File: config.mk
export PLATFORM = sky130hd
export DESIGN_NAME = async_tx_channel
export DESIGN_NICKNAME = d
export VERILOG_FILES = /design/src/rtl/async_tx_pkg.sv /design/src/rtl/tx_fifo.sv /design/src/rtl/tx_datapath.sv /design/src/rtl/tx_control.sv /design/src/rtl/async_tx_channel.sv
export SDC_FILE = /design/constraint.sdc
export NUM_CORES = 1
export LEC_CHECK = 0
export ABC_CLOCK_PERIOD_IN_PS = 4450
export CELL_PAD_IN_SITES_DETAIL_PLACEMENT = 1
export CELL_PAD_IN_SITES_GLOBAL_PLACEMENT = 2
export CORE_MARGIN = 5
export CORE_UTILIZATION = 45
export DETAILED_ROUTE_END_ITERATION = 10
export HOLD_SLACK_MARGIN = 0.05
export MAX_ROUTING_LAYER = met4
export PLACE_DENSITY_LB_ADDON = 0.15
export SLEW_MARGIN = 20
export SYNTH_ARGS = -nofsm -noshare
export SYNTH_HDL_FRONTEND = slang
export SYNTH_SLANG_ARGS = --single-unit
export TNS_END_PERCENT = 20
File: constraint.sdc
create_clock -name clk -period 4.45 [get_ports clk]
set_input_delay 0.89 -clock clk [delete_from_list [all_inputs] [get_ports clk]]
set_output_delay 0.89 -clock clk [all_outputs]
set_load 0.05 [all_outputs]
File: src/rtl/async_tx_pkg.sv
package async_tx_pkg;

  typedef enum logic [1:0] {
    LINE_MARK   = 2'd0,
    LINE_SPACE  = 2'd1,
    LINE_DATA   = 2'd2,
    LINE_PARITY = 2'd3
  } lineSel_e;

  typedef struct packed {
    logic     pop;
    logic     shift;
    lineSel_e lineSel;
  } txStrobes_t;

endpackage

File: src/rtl/tx_fifo.sv
module tx_fifo #(
  parameter int W     = 8,
  parameter int DEPTH = 16,
  localparam int PW   = (DEPTH > 1) ? $clog2(DEPTH) : 1,
  localparam int CW   = $clog2(DEPTH + 1)
) (
  input  logic          clk,
  input  logic          rst_n,
  input  logic          wrEn,
  input  logic [W-1:0]  wrData,
  input  logic          pop,
  output logic [W-1:0]  headData,
  output logic [CW-1:0] count,
  output logic          emptyIrq,
  output logic          overflowFlag
);

  localparam logic [CW-1:0] FULL_CNT = CW'(DEPTH);
  localparam logic [PW-1:0] LAST_PTR = PW'(DEPTH - 1);

  logic [W-1:0]  mem [DEPTH];
  logic [PW-1:0] wrPtr, rdPtr;
  logic          push, doPop, isFull;

  assign isFull   = (count == FULL_CNT);
  assign push     = wrEn && !isFull;
  assign doPop    = pop && (count != '0);
  assign headData = mem[rdPtr];

  always_ff @(posedge clk) begin
    if (push) mem[wrPtr] <= wrData;
  end

  always_ff @(posedge clk or negedge rst_n) begin
    if (!rst_n) begin
      wrPtr        <= '0;
      rdPtr        <= '0;
      count        <= '0;
      emptyIrq     <= 1'b1;
      overflowFlag <= 1'b0;
    end else begin
      if (push)  wrPtr <= (wrPtr == LAST_PTR) ? '0 : wrPtr + 1'b1;
      if (doPop) rdPtr <= (rdPtr == LAST_PTR) ? '0 : rdPtr + 1'b1;
      case ({push, doPop})
        2'b10:   count <= count + 1'b1;
        2'b01:   count <= count - 1'b1;
        default: count <= count;
      endcase
      if (wrEn)             emptyIrq <= 1'b0;
      else if (count == '0) emptyIrq <= 1'b1;
      if (wrEn && isFull) overflowFlag <= 1'b1;
    end
  end

endmodule

File: src/rtl/tx_datapath.sv
module tx_datapath
  import async_tx_pkg::*;
#(
  parameter int W     = 8,
  parameter int DEPTH = 16,
  localparam int CW   = $clog2(DEPTH + 1)
) (
  input  logic          clk,
  input  logic          rst_n,
  input  logic          wrEn,
  input  logic [W-1:0]  wrData,
  input  logic          cfgSevenBit,
  input  logic          cfgParityOdd,
  input  txStrobes_t    strobes,
  output logic          fifoEmpty,
  output logic          txLine,
  output logic [CW-1:0] fillCount,
  output logic          emptyIrq,
  output logic          overflowFlag
);

  logic [W-1:0] headData, maskedHead, shiftReg;
  logic         parBit, lineNext;

  tx_fifo #(.W(W), .DEPTH(DEPTH)) fifo_i (
    .clk          (clk),
    .rst_n        (rst_n),
    .wrEn         (wrEn),
    .wrData       (wrData),
    .pop          (strobes.pop),
    .headData     (headData),
    .count        (fillCount),
    .emptyIrq     (emptyIrq),
    .overflowFlag (overflowFlag)
  );

  assign fifoEmpty = (fillCount == '0);

  always_comb begin
    maskedHead = headData;
    if (cfgSevenBit) maskedHead[W-1] = 1'b0;
  end

  always_comb begin
    unique case (strobes.lineSel)
      LINE_SPACE:  lineNext = 1'b0;
      LINE_DATA:   lineNext = shiftReg[0];
      LINE_PARITY: lineNext = parBit;
      default:     lineNext = 1'b1;
    endcase
  end

  always_ff @(posedge clk or negedge rst_n) begin
    if (!rst_n) begin
      shiftReg <= '0;
      parBit   <= 1'b0;
      txLine   <= 1'b1;
    end else begin
      if (strobes.pop) begin
        shiftReg <= maskedHead;
        parBit   <= (^maskedHead) ^ cfgParityOdd;
      end else if (strobes.shift) begin
        shiftReg <= shiftReg >> 1;
      end
      txLine <= lineNext;
    end
  end

endmodule

File: src/rtl/tx_control.sv
module tx_control
  import async_tx_pkg::*;
#(
  parameter int W   = 8,
  parameter int OVS = 16,
  localparam int TW = (OVS > 1) ? $clog2(OVS) : 1,
  localparam int BW = (W > 1) ? $clog2(W) : 1
) (
  input  logic       clk,
  input  logic       rst_n,
  input  logic       sampleTick,
  input  logic       ctsN,
  input  logic       fifoEmpty,
  input  logic       cfgSevenBit,
  input  logic       cfgParityOn,
  input  logic       cfgTwoStop,
  output txStrobes_t strobes
);

  typedef enum logic [2:0] {S_IDLE, S_START, S_DATA, S_PAR, S_STOP} txState_e;

  localparam logic [TW-1:0] TICK_LAST = TW'(OVS - 1);
  localparam logic [BW-1:0] IDX_FULL  = BW'(W - 1);
  localparam logic [BW-1:0] IDX_SHORT = BW'(W - 2);

  txState_e      state;
  logic [TW-1:0] tickCnt;
  logic [BW-1:0] bitIdx, lastIdx;
  logic          stopIdx, sevenQ, parityQ, twoStopQ, bitEnd;

  assign lastIdx = sevenQ ? IDX_SHORT : IDX_FULL;
  assign bitEnd  = sampleTick && (state != S_IDLE) && (tickCnt == TICK_LAST);

  always_comb begin
    strobes.pop   = (state == S_IDLE) && sampleTick && !fifoEmpty && !ctsN;
    strobes.shift = (state == S_DATA) && bitEnd;
    unique case (state)
      S_START: strobes.lineSel = LINE_SPACE;
      S_DATA:  strobes.lineSel = LINE_DATA;
      S_PAR:   strobes.lineSel = LINE_PARITY;
      default: strobes.lineSel = LINE_MARK;
    endcase
  end

  always_ff @(posedge clk or negedge rst_n) begin
    if (!rst_n) begin
      state    <= S_IDLE;
      tickCnt  <= '0;
      bitIdx   <= '0;
      stopIdx  <= 1'b0;
      sevenQ   <= 1'b0;
      parityQ  <= 1'b0;
      twoStopQ <= 1'b0;
    end else if (strobes.pop) begin
      state    <= S_START;
      tickCnt  <= '0;
      bitIdx   <= '0;
      stopIdx  <= 1'b0;
      sevenQ   <= cfgSevenBit;
      parityQ  <= cfgParityOn;
      twoStopQ <= cfgTwoStop;
    end else if (state != S_IDLE && sampleTick) begin
      tickCnt <= bitEnd ? '0 : tickCnt + 1'b1;
      if (bitEnd) begin
        unique case (state)
          S_START: state <= S_DATA;
          S_DATA: begin
            if (bitIdx == lastIdx) begin
              bitIdx  <= '0;
              stopIdx <= 1'b0;
              state   <= parityQ ? S_PAR : S_STOP;
            end else begin
              bitIdx <= bitIdx + 1'b1;
            end
          end
          S_PAR: begin
            stopIdx <= 1'b0;
            state   <= S_STOP;
          end
          S_STOP: begin
            if (twoStopQ && !stopIdx) stopIdx <= 1'b1;
            else                      state   <= S_IDLE;
          end
          default: state <= S_IDLE;
        endcase
      end
    end
  end

endmodule

File: src/rtl/async_tx_channel.sv
module async_tx_channel
  import async_tx_pkg::*;
#(
  parameter int DATA_W     = 8,
  parameter int FIFO_DEPTH = 16,
  parameter int OVS        = 16,
  localparam int CNT_W     = $clog2(FIFO_DEPTH + 1)
) (
  input  logic              clk,
  input  logic              rst_n,
  input  logic              sampleTick,
  input  logic              wrEn,
  input  logic [DATA_W-1:0] wrData,
  input  logic              cfgSevenBit,
  input  logic              cfgParityOn,
  input  logic              cfgParityOdd,
  input  logic              cfgTwoStop,
  input  logic              ctsN,
  output logic              txLine,
  output logic [CNT_W-1:0]  fillCount,
  output logic              emptyIrq,
  output logic              overflowFlag
);

  txStrobes_t strobes;
  logic       fifoEmpty;

  tx_control #(.W(DATA_W), .OVS(OVS)) ctl_i (
    .clk         (clk),
    .rst_n       (rst_n),
    .sampleTick  (sampleTick),
    .ctsN        (ctsN),
    .fifoEmpty   (fifoEmpty),
    .cfgSevenBit (cfgSevenBit),
    .cfgParityOn (cfgParityOn),
    .cfgTwoStop  (cfgTwoStop),
    .strobes     (strobes)
  );

  tx_datapath #(.W(DATA_W), .DEPTH(FIFO_DEPTH)) dp_i (
    .clk          (clk),
    .rst_n        (rst_n),
    .wrEn         (wrEn),
    .wrData       (wrData),
    .cfgSevenBit  (cfgSevenBit),
    .cfgParityOdd (cfgParityOdd),
    .strobes      (strobes),
    .fifoEmpty    (fifoEmpty),
    .txLine       (txLine),
    .fillCount    (fillCount),
    .emptyIrq     (emptyIrq),
    .overflowFlag (overflowFlag)
  );

endmodule

; Yosys cells after proc, flatten, opt, wreduce, memory -nomap -nowiden
; Memories as Yosys holds them, arrays and structs flattened.
; Index checks and enable logic that the tools add are counted.
[op_classes]
addsub = 6
n_bitwise = 1
n_eq_ne = 17
n_reduce_logical = 29
n_mux = 34
[ops]
columns = cell, count
row1 = two-way mux 3 bit, 11
row2 = two-way mux 4 bit, 5
row3 = two-way mux 8 bit, 2
row4 = "adder 4 x 1 -> 4 bit, second input constant", 3
row5 = "== test 4 bit, second input constant", 3
row6 = case mux 3 bit (4 select lines), 1
row7 = nonzero test 2 bit, 6
row8 = two-way mux 1 bit, 11
row9 = logical AND 1 bit, 10
row10 = case mux 5 bit (2 select lines), 1
row11 = parity 8 bit, 1
row12 = "== test 2 bit, second input constant", 3
row13 = "== test 3 x 2 -> 1 bit, second input constant", 2
row14 = "inequality test 3 x 2 -> 1 bit, second input constant", 2
row15 = case mux 1 bit (3 select lines), 2
row16 = case mux 2 bit (3 select lines), 1
row17 = "adder 5 x 1 -> 5 bit, second input constant", 1
row18 = "== test 5 bit, second input constant", 1
row19 = logical NOT 5 bit, 1
row20 = AND reduction 5 bit, 1
row21 = nonzero test 5 bit, 1
row22 = "subtractor 5 x 1 -> 5 bit, second input constant", 1
row23 = "== test 2 x 1 -> 1 bit, second input constant", 2
row24 = logical NOT 1 bit, 4
row25 = 11 further kinds, 11
[totals]
register_bits = 39
in_bits = 17
out_inout_bits = 8
elab_cells = 103
n_memories = 1
ram_bits = 128
[memory_table]
columns = memory, depth, width, rd, rd_clocked_by_memory_dff, write_ports, line
row1 = dp_i.fifo_i.mem, 16, 8, 1, 0, 1, tx_fifo.sv:21  ; logic [W-1:0] mem [DEPTH];

; Depth between registers and ports, before layout
[logic_depth]
ltp_word = 7
mapped_depth = 17
depth_no_buf = 13

; By module
; From an unflattened synthesis, not the netlist that was laid out.
[unflattened]
cells_unflattened = 445
hier_area_um2 = 7189.4
[modules_own_cells]
columns = module, area_per_inst_um2, cells_per_inst, seq_area_each_um2, n_inst
row1 = tx_fifo, 5840.6, 321, 4220.3, 1
row2 = tx_control, 788.3, 74, 350.3, 1
row3 = tx_datapath, 560.5, 50, 251.5, 1

; Worst setup path after synthesis
; No wires, ideal clock.
[synth_timing]
path_type = register to register
from = reg dp_i.fifo_i.count[1]
to = reg dp_i.fifo_i.count[4]
slack_ns = 0.693
t_arrival_ns = 3.611
synth_period_minus_slack_ns = 3.757
n_path_buf = 4
setup_ns = 0.146
required_ns = 4.304
path_stages_with_launch = 18
cell_sequence = dfrtp_1 > clkbuf_1 > nor4_1 > nor2b_1 > or4b_1 > inv_1 > buf_2 > buf_2 > ha_1 > clkbuf_1 > xor2_1 > ha_1 > o21ai_0 > a21oi_1 > a21oi_1 > xor2_1 > nor2_1 > xor2_1
[synth_via]
elab_chain_len = 7
word_cells_on_any_way = 15
classes_between = add/sub (2) / eq/ne (3) / mux (1) / reduce/logical (9)
[synth_lines]
columns = element, line
row1 = start: declaration, tx_fifo.sv:13  ; output logic [CW-1:0] count,
row2 = start signal: assignment, tx_fifo.sv:45  ; 2'b10: count <= count + 1'b1;
row3 = start signal: assignment, tx_fifo.sv:46  ; 2'b01: count <= count - 1'b1;
row4 = start signal: assignment, tx_fifo.sv:47  ; default: count <= count;
row5 = logical NOT 5 bit, tx_datapath.sv:37  ; assign fifoEmpty = (fillCount == '0);
row6 = logical NOT 1 bit, tx_control.sv:35  ; strobes.pop = (state == S_IDLE) && sampleTick && !fifoEmpty && !ctsN;
row7 = logical AND 1 bit (2 in series), tx_control.sv:35
row8 = logical AND 1 bit (*), tx_fifo.sv:27  ; assign doPop = pop && (count != '0);
row9 = via dp_i.fifo_i.doPop, tx_fifo.sv:23  ; logic push, doPop, isFull;
row10 = == test 2 x 1 -> 1 bit / == test 2 bit (equally long branches), tx_fifo.sv:44  ; case ({push, doPop})
row11 = case mux 5 bit (2 select lines) / nonzero test 2 bit (equally long branches), -
; Mark *: on every way through the listed nets, which the timed path passes. The rest lies on a longest branch.
; A chain may end at the register's enable or synchronous reset.

; Worst setup path after layout
[layout_timing]
from = in sampleTick
to = reg dp_i.fifo_i.count[4]
[layout_via]
elab_chain_len = 6
word_cells_on_any_way = 8
classes_between = eq/ne (2) / mux (1) / reduce/logical (5)
[layout_lines]
columns = element, line
row1 = start: declaration, async_tx_channel.sv:11  ; input logic sampleTick,
row2 = logical AND 1 bit (*) (3 in series), tx_control.sv:35
row3 = logical AND 1 bit (*), tx_fifo.sv:27
row4 = == test 2 x 1 -> 1 bit / == test 2 bit (equally long branches), tx_fifo.sv:44
row5 = case mux 5 bit (2 select lines) / nonzero test 2 bit (equally long branches), -
; Every way passes the cells marked *; elsewhere a longest branch is shown, timed or not.

==> metrics.md <==
| Metric | Value |
|---|---|
| Outcome | `complete, no violations` |
| Die area | `~18,000 sq um` |
| CP arrival | `3.57 ns` |
| Worst slew margin | `~35%` |
| H-tree levels | `4` |
| RSZ-0062 raised after global routing | `no` |
| Cell accounting for the most synthesized area | `edfxtp_1` |
| Fin crit share | `between 70 and 80%` |
| EDFF count, synth | `128` |
| Area Growth Syn to Fin | `14.6%` |
| Layout cells sized above 1 | `about an eighth` |
| Min cycle time layout | `roughly 3.3 ns` |
| Cts repair resizes | `0` |
| Drt wl/cell | `roughly 21 microns` |
| Die height | `136 microns` |
| Initial antenna violation count | `0` |
| Cells after Synth | `460` |
| Max-slew violation count | `0` |
| Critical Path Fanout Max | `7` |
| Dpl hpwl | `9.91 mm` |
| R2R setup slack | `1.22 ns` |
| Final Net Count | `between 500 and 600` |
| Setup bufs post-CTS | `0` |
| PortBufs | `24` |
| Initial DRC count | `around 270` |
| Initial core utilization | `~45%` |
| Final ANT Viol Nets | `0` |
| Num CTS Buffers | `17` |
| Netlist cell types | `48` |
| Worst skew pair latency | `roughly 0.43 ns` |
| CP endpoint kind | `flip-flop` |
| First-pass GRT wire length | `24.3 mm` |
| Worst hold-check path type | `reg -> reg` |
| Vias in the first global route | `between 4,000 and 5,000` |
| Core ar. | `between 15,000 and 20,000 sq um` |
| Routed via count | `just under 4,000` |
| Avg Cell Area, Syn | `approximately 15 sq um` |
| DP Cell Count | `a little under 700` |
| Startpoint Class | `primary input` |
| CP required | `4.76 ns` |
| Final core utilization | `between 50% and 60%` |
| Endpoints failing setup | `0` |
| Post-synth top area share | `between 50% and 60%` |
| CTS sink cnt | `167` |
| Dominant synthesized flop cell | `edfxtp_1` |
| Antenna cells | `0` |
| Clk root buf | `clkbuf_16` |
| Warnings, synthesis | `0` |
| Total global-route track usage | `a little under a fifth` |
| Fin Setup TNS | `0 ns` |
| Hold slack final | `~0.48 ns` |
| Worst slew pin tran | `0.964 ns` |
| Total grt overflow | `0` |
| Chip width | `around 140 microns` |
| Final cell count without fillers | `720` |
| Max-cap viol count | `0` |
| Syn nets | `488` |
| Worst-path clk slew | `~0.06 ns` |
| Largest net degree at the start of global routing | `40` |
| Top post-synthesis cells by area | `edfxtp_1 54%, dfrtp_1 13%, mux2i_1 5.1%` |
| Maximum vdd drop | `slightly below 0.3 mV` |
| Total Routed Length | `about 15 mm` |
| Num rows | `46` |
| P_leak | `between 2 and 3 nW` |
| Critical path class | `in -> reg` |
| Gpl congestion | `around 0.8` |
| Ports | `25` |
| Post-synthesis register bit count | `167` |
| Post-route cell area | `8160 sq um` |
| # DRC | `0` |
| Cts hold-fix bufs | `0` |
| Pre-antenna DRT Iters | `4` |
| Fmax | `0.306 GHz` |
| Final Hold Fails | `0` |
| Clock buffer depth | `2` |
| Mapped cell area | `around 7100 sq um` |
| DR vias/cell | `around 5.5` |
| Setup Skew | `approximately 0.0081 ns` |
| Post-synthesis sequential area ratio | `between 60 and 70%` |
| Total power divided by cell area | `~650 nW/um^2` |
| Dpl cell area | `about 7600 sq um` |
| CTS tree | `yes` |
| Asr flop ratio synth | `a little under a quarter` |
-- per-layer routing --
| metal | global-route usage, % | routed length, microns | vias to the layer above |
|---|---|---|---|
| li1 | - | - | 1836 |
| met1 | 24.6 | 7070 | 2044 |
| met2 | 28.1 | 7190 | 48 |
| met3 | 3.83 | 435 | 18 |
| met4 | 5.04 | 175 | 0 |
| met5 | - | 0 | - |
-- critical path: stages --
cell	delay [ns]
clkdlybuf4s50_1	0.54
or4b_1	0.48
inv_1	0.12
ha_1	0.35
xor2_1	0.13
ha_1	0.23
o21ai_0	0.17
a21oi_1	0.10
a21oi_1	0.19
xor2_1	0.16
nor2_1	0.06
xor2_1	0.14
-- synthesized netlist by cell type, types with 2 or more instances --
cell type  count
xor2_1         8
edfxtp_1     128
dfrtp_1       37
a31oi_1        3
nand2b_1       5
buf_12         4
clkbuf_1       7
xnor2_1        8
nor2_1        25
dfstp_2        2
a311oi_1       2
nand3_1        4
o21ai_0       25
and3_1         3
nor3_1         5
buf_6          2
buf_1          2
a221oi_1      14
mux4_2        14
buf_2          6
or3_1          2
mux2i_1       36
nor3b_1        2
nand3b_1       2
nor2b_1        3
ha_1          11
o41ai_1        2
nand2_1       46
a22oi_1        9
a21o_1         3
mux2_2         3
inv_1          7
a21oi_1       11
mux4_1         5
-- placed cells by master, fill, tap and decap left out, types with 2 or more instances in the layout --
master and n:
a22oi_1 9, clkbuf_16 17, or3_1 2, nor2_1 25, mux4_1 5, dfstp_2 2, bufinv_16 2, a31oi_1 3
nand3_1 4, dfrtp_1 36, nor2b_1 3, ha_1 11, a221oi_1 14, inv_6 5, inv_8 4, xor2_1 8
nand3b_1 2, clkdlybuf4s50_1 23, o41ai_1 2, nand2_1 46, mux2i_1 36, mux2_2 3, edfxtp_1 128, a311oi_1 2
nand2b_1 5, a21o_1 3, xnor2_1 8, nor3_1 5, inv_1 7, mux4_2 14, and3_1 3, buf_4 10
a21oi_1 11, o21ai_0 25
-- stage by stage --
step | total power, mW | worst slack, ns
finish | 5.31 | 1.18
global route | 5.61 | 1.01
CTS | 5.37 | 1.20
detailed placement | 3.85 | 0.771
global placement | 3.80 | 0.910
floorplan | 3.43 | 0.693
-- cell type report --
class	instances	area, sq um
inverter	8	30.0
fill	1528	7550
timing repair buffer	35	330
clock inverter	14	179
multi-input combinational	263	2100
clock buffer	17	425
tap	216	270
sequential	167	4820
-- final timing paths --
| path | end | depth (start not counted) | startpoint |
|---|---|---|---|
| max reg2reg | dp_i.fifo_i.count[4] | 12 | ctl_i.state[1] |
| max | dp_i.fifo_i.count[4] | 12 | sampleTick |
| min in group asynchronous | ctl_i.state[2] | 1 | rst_n |
| min reg2reg | dp_i.fifo_i.overflowFlag | 1 | dp_i.fifo_i.overflowFlag |
| min | dp_i.fifo_i.overflowFlag | 1 | dp_i.fifo_i.overflowFlag |
| max in group asynchronous | dp_i.fifo_i.rdPtr[0] | 1 | rst_n |
-- cells by family (layout without fill, tap and decap cells) --
logic type	after synthesis	after routing	synth area share (%)
DFF	167	167	67.7
and+or+nand+nor	103	103	6.52
AOI/OAI and AO/OA	73	73	6.68
muxes	58	58	11.8
buffers and inverters	30	74	2.83
xor gates and xnor gates	18	18	2.51
adders and majority gates	11	11	1.93
-- flip-flops by register name (all words and copies together) (netlist names), 3 cells and up --
register / count
ctl_i.bitIdx: 3
ctl_i.state: 3
ctl_i.tickCnt: 4
dp_i.fifo_i.count: 5
dp_i.fifo_i.mem: 128
dp_i.fifo_i.rdPtr: 4
dp_i.fifo_i.wrPtr: 4
dp_i.shiftReg: 8
-- report_power, final --
group | switching, mW | internal, mW | leakage, nW | total (mW)
logic | 0.891 | 0.738 | 0.986 | 1.63
registers | 0.229 | 1.94 | 1.65 | 2.16
clock network | 0.660 | 0.852 | 0.300 | 1.51
Power figures use the tool's default switching activity.
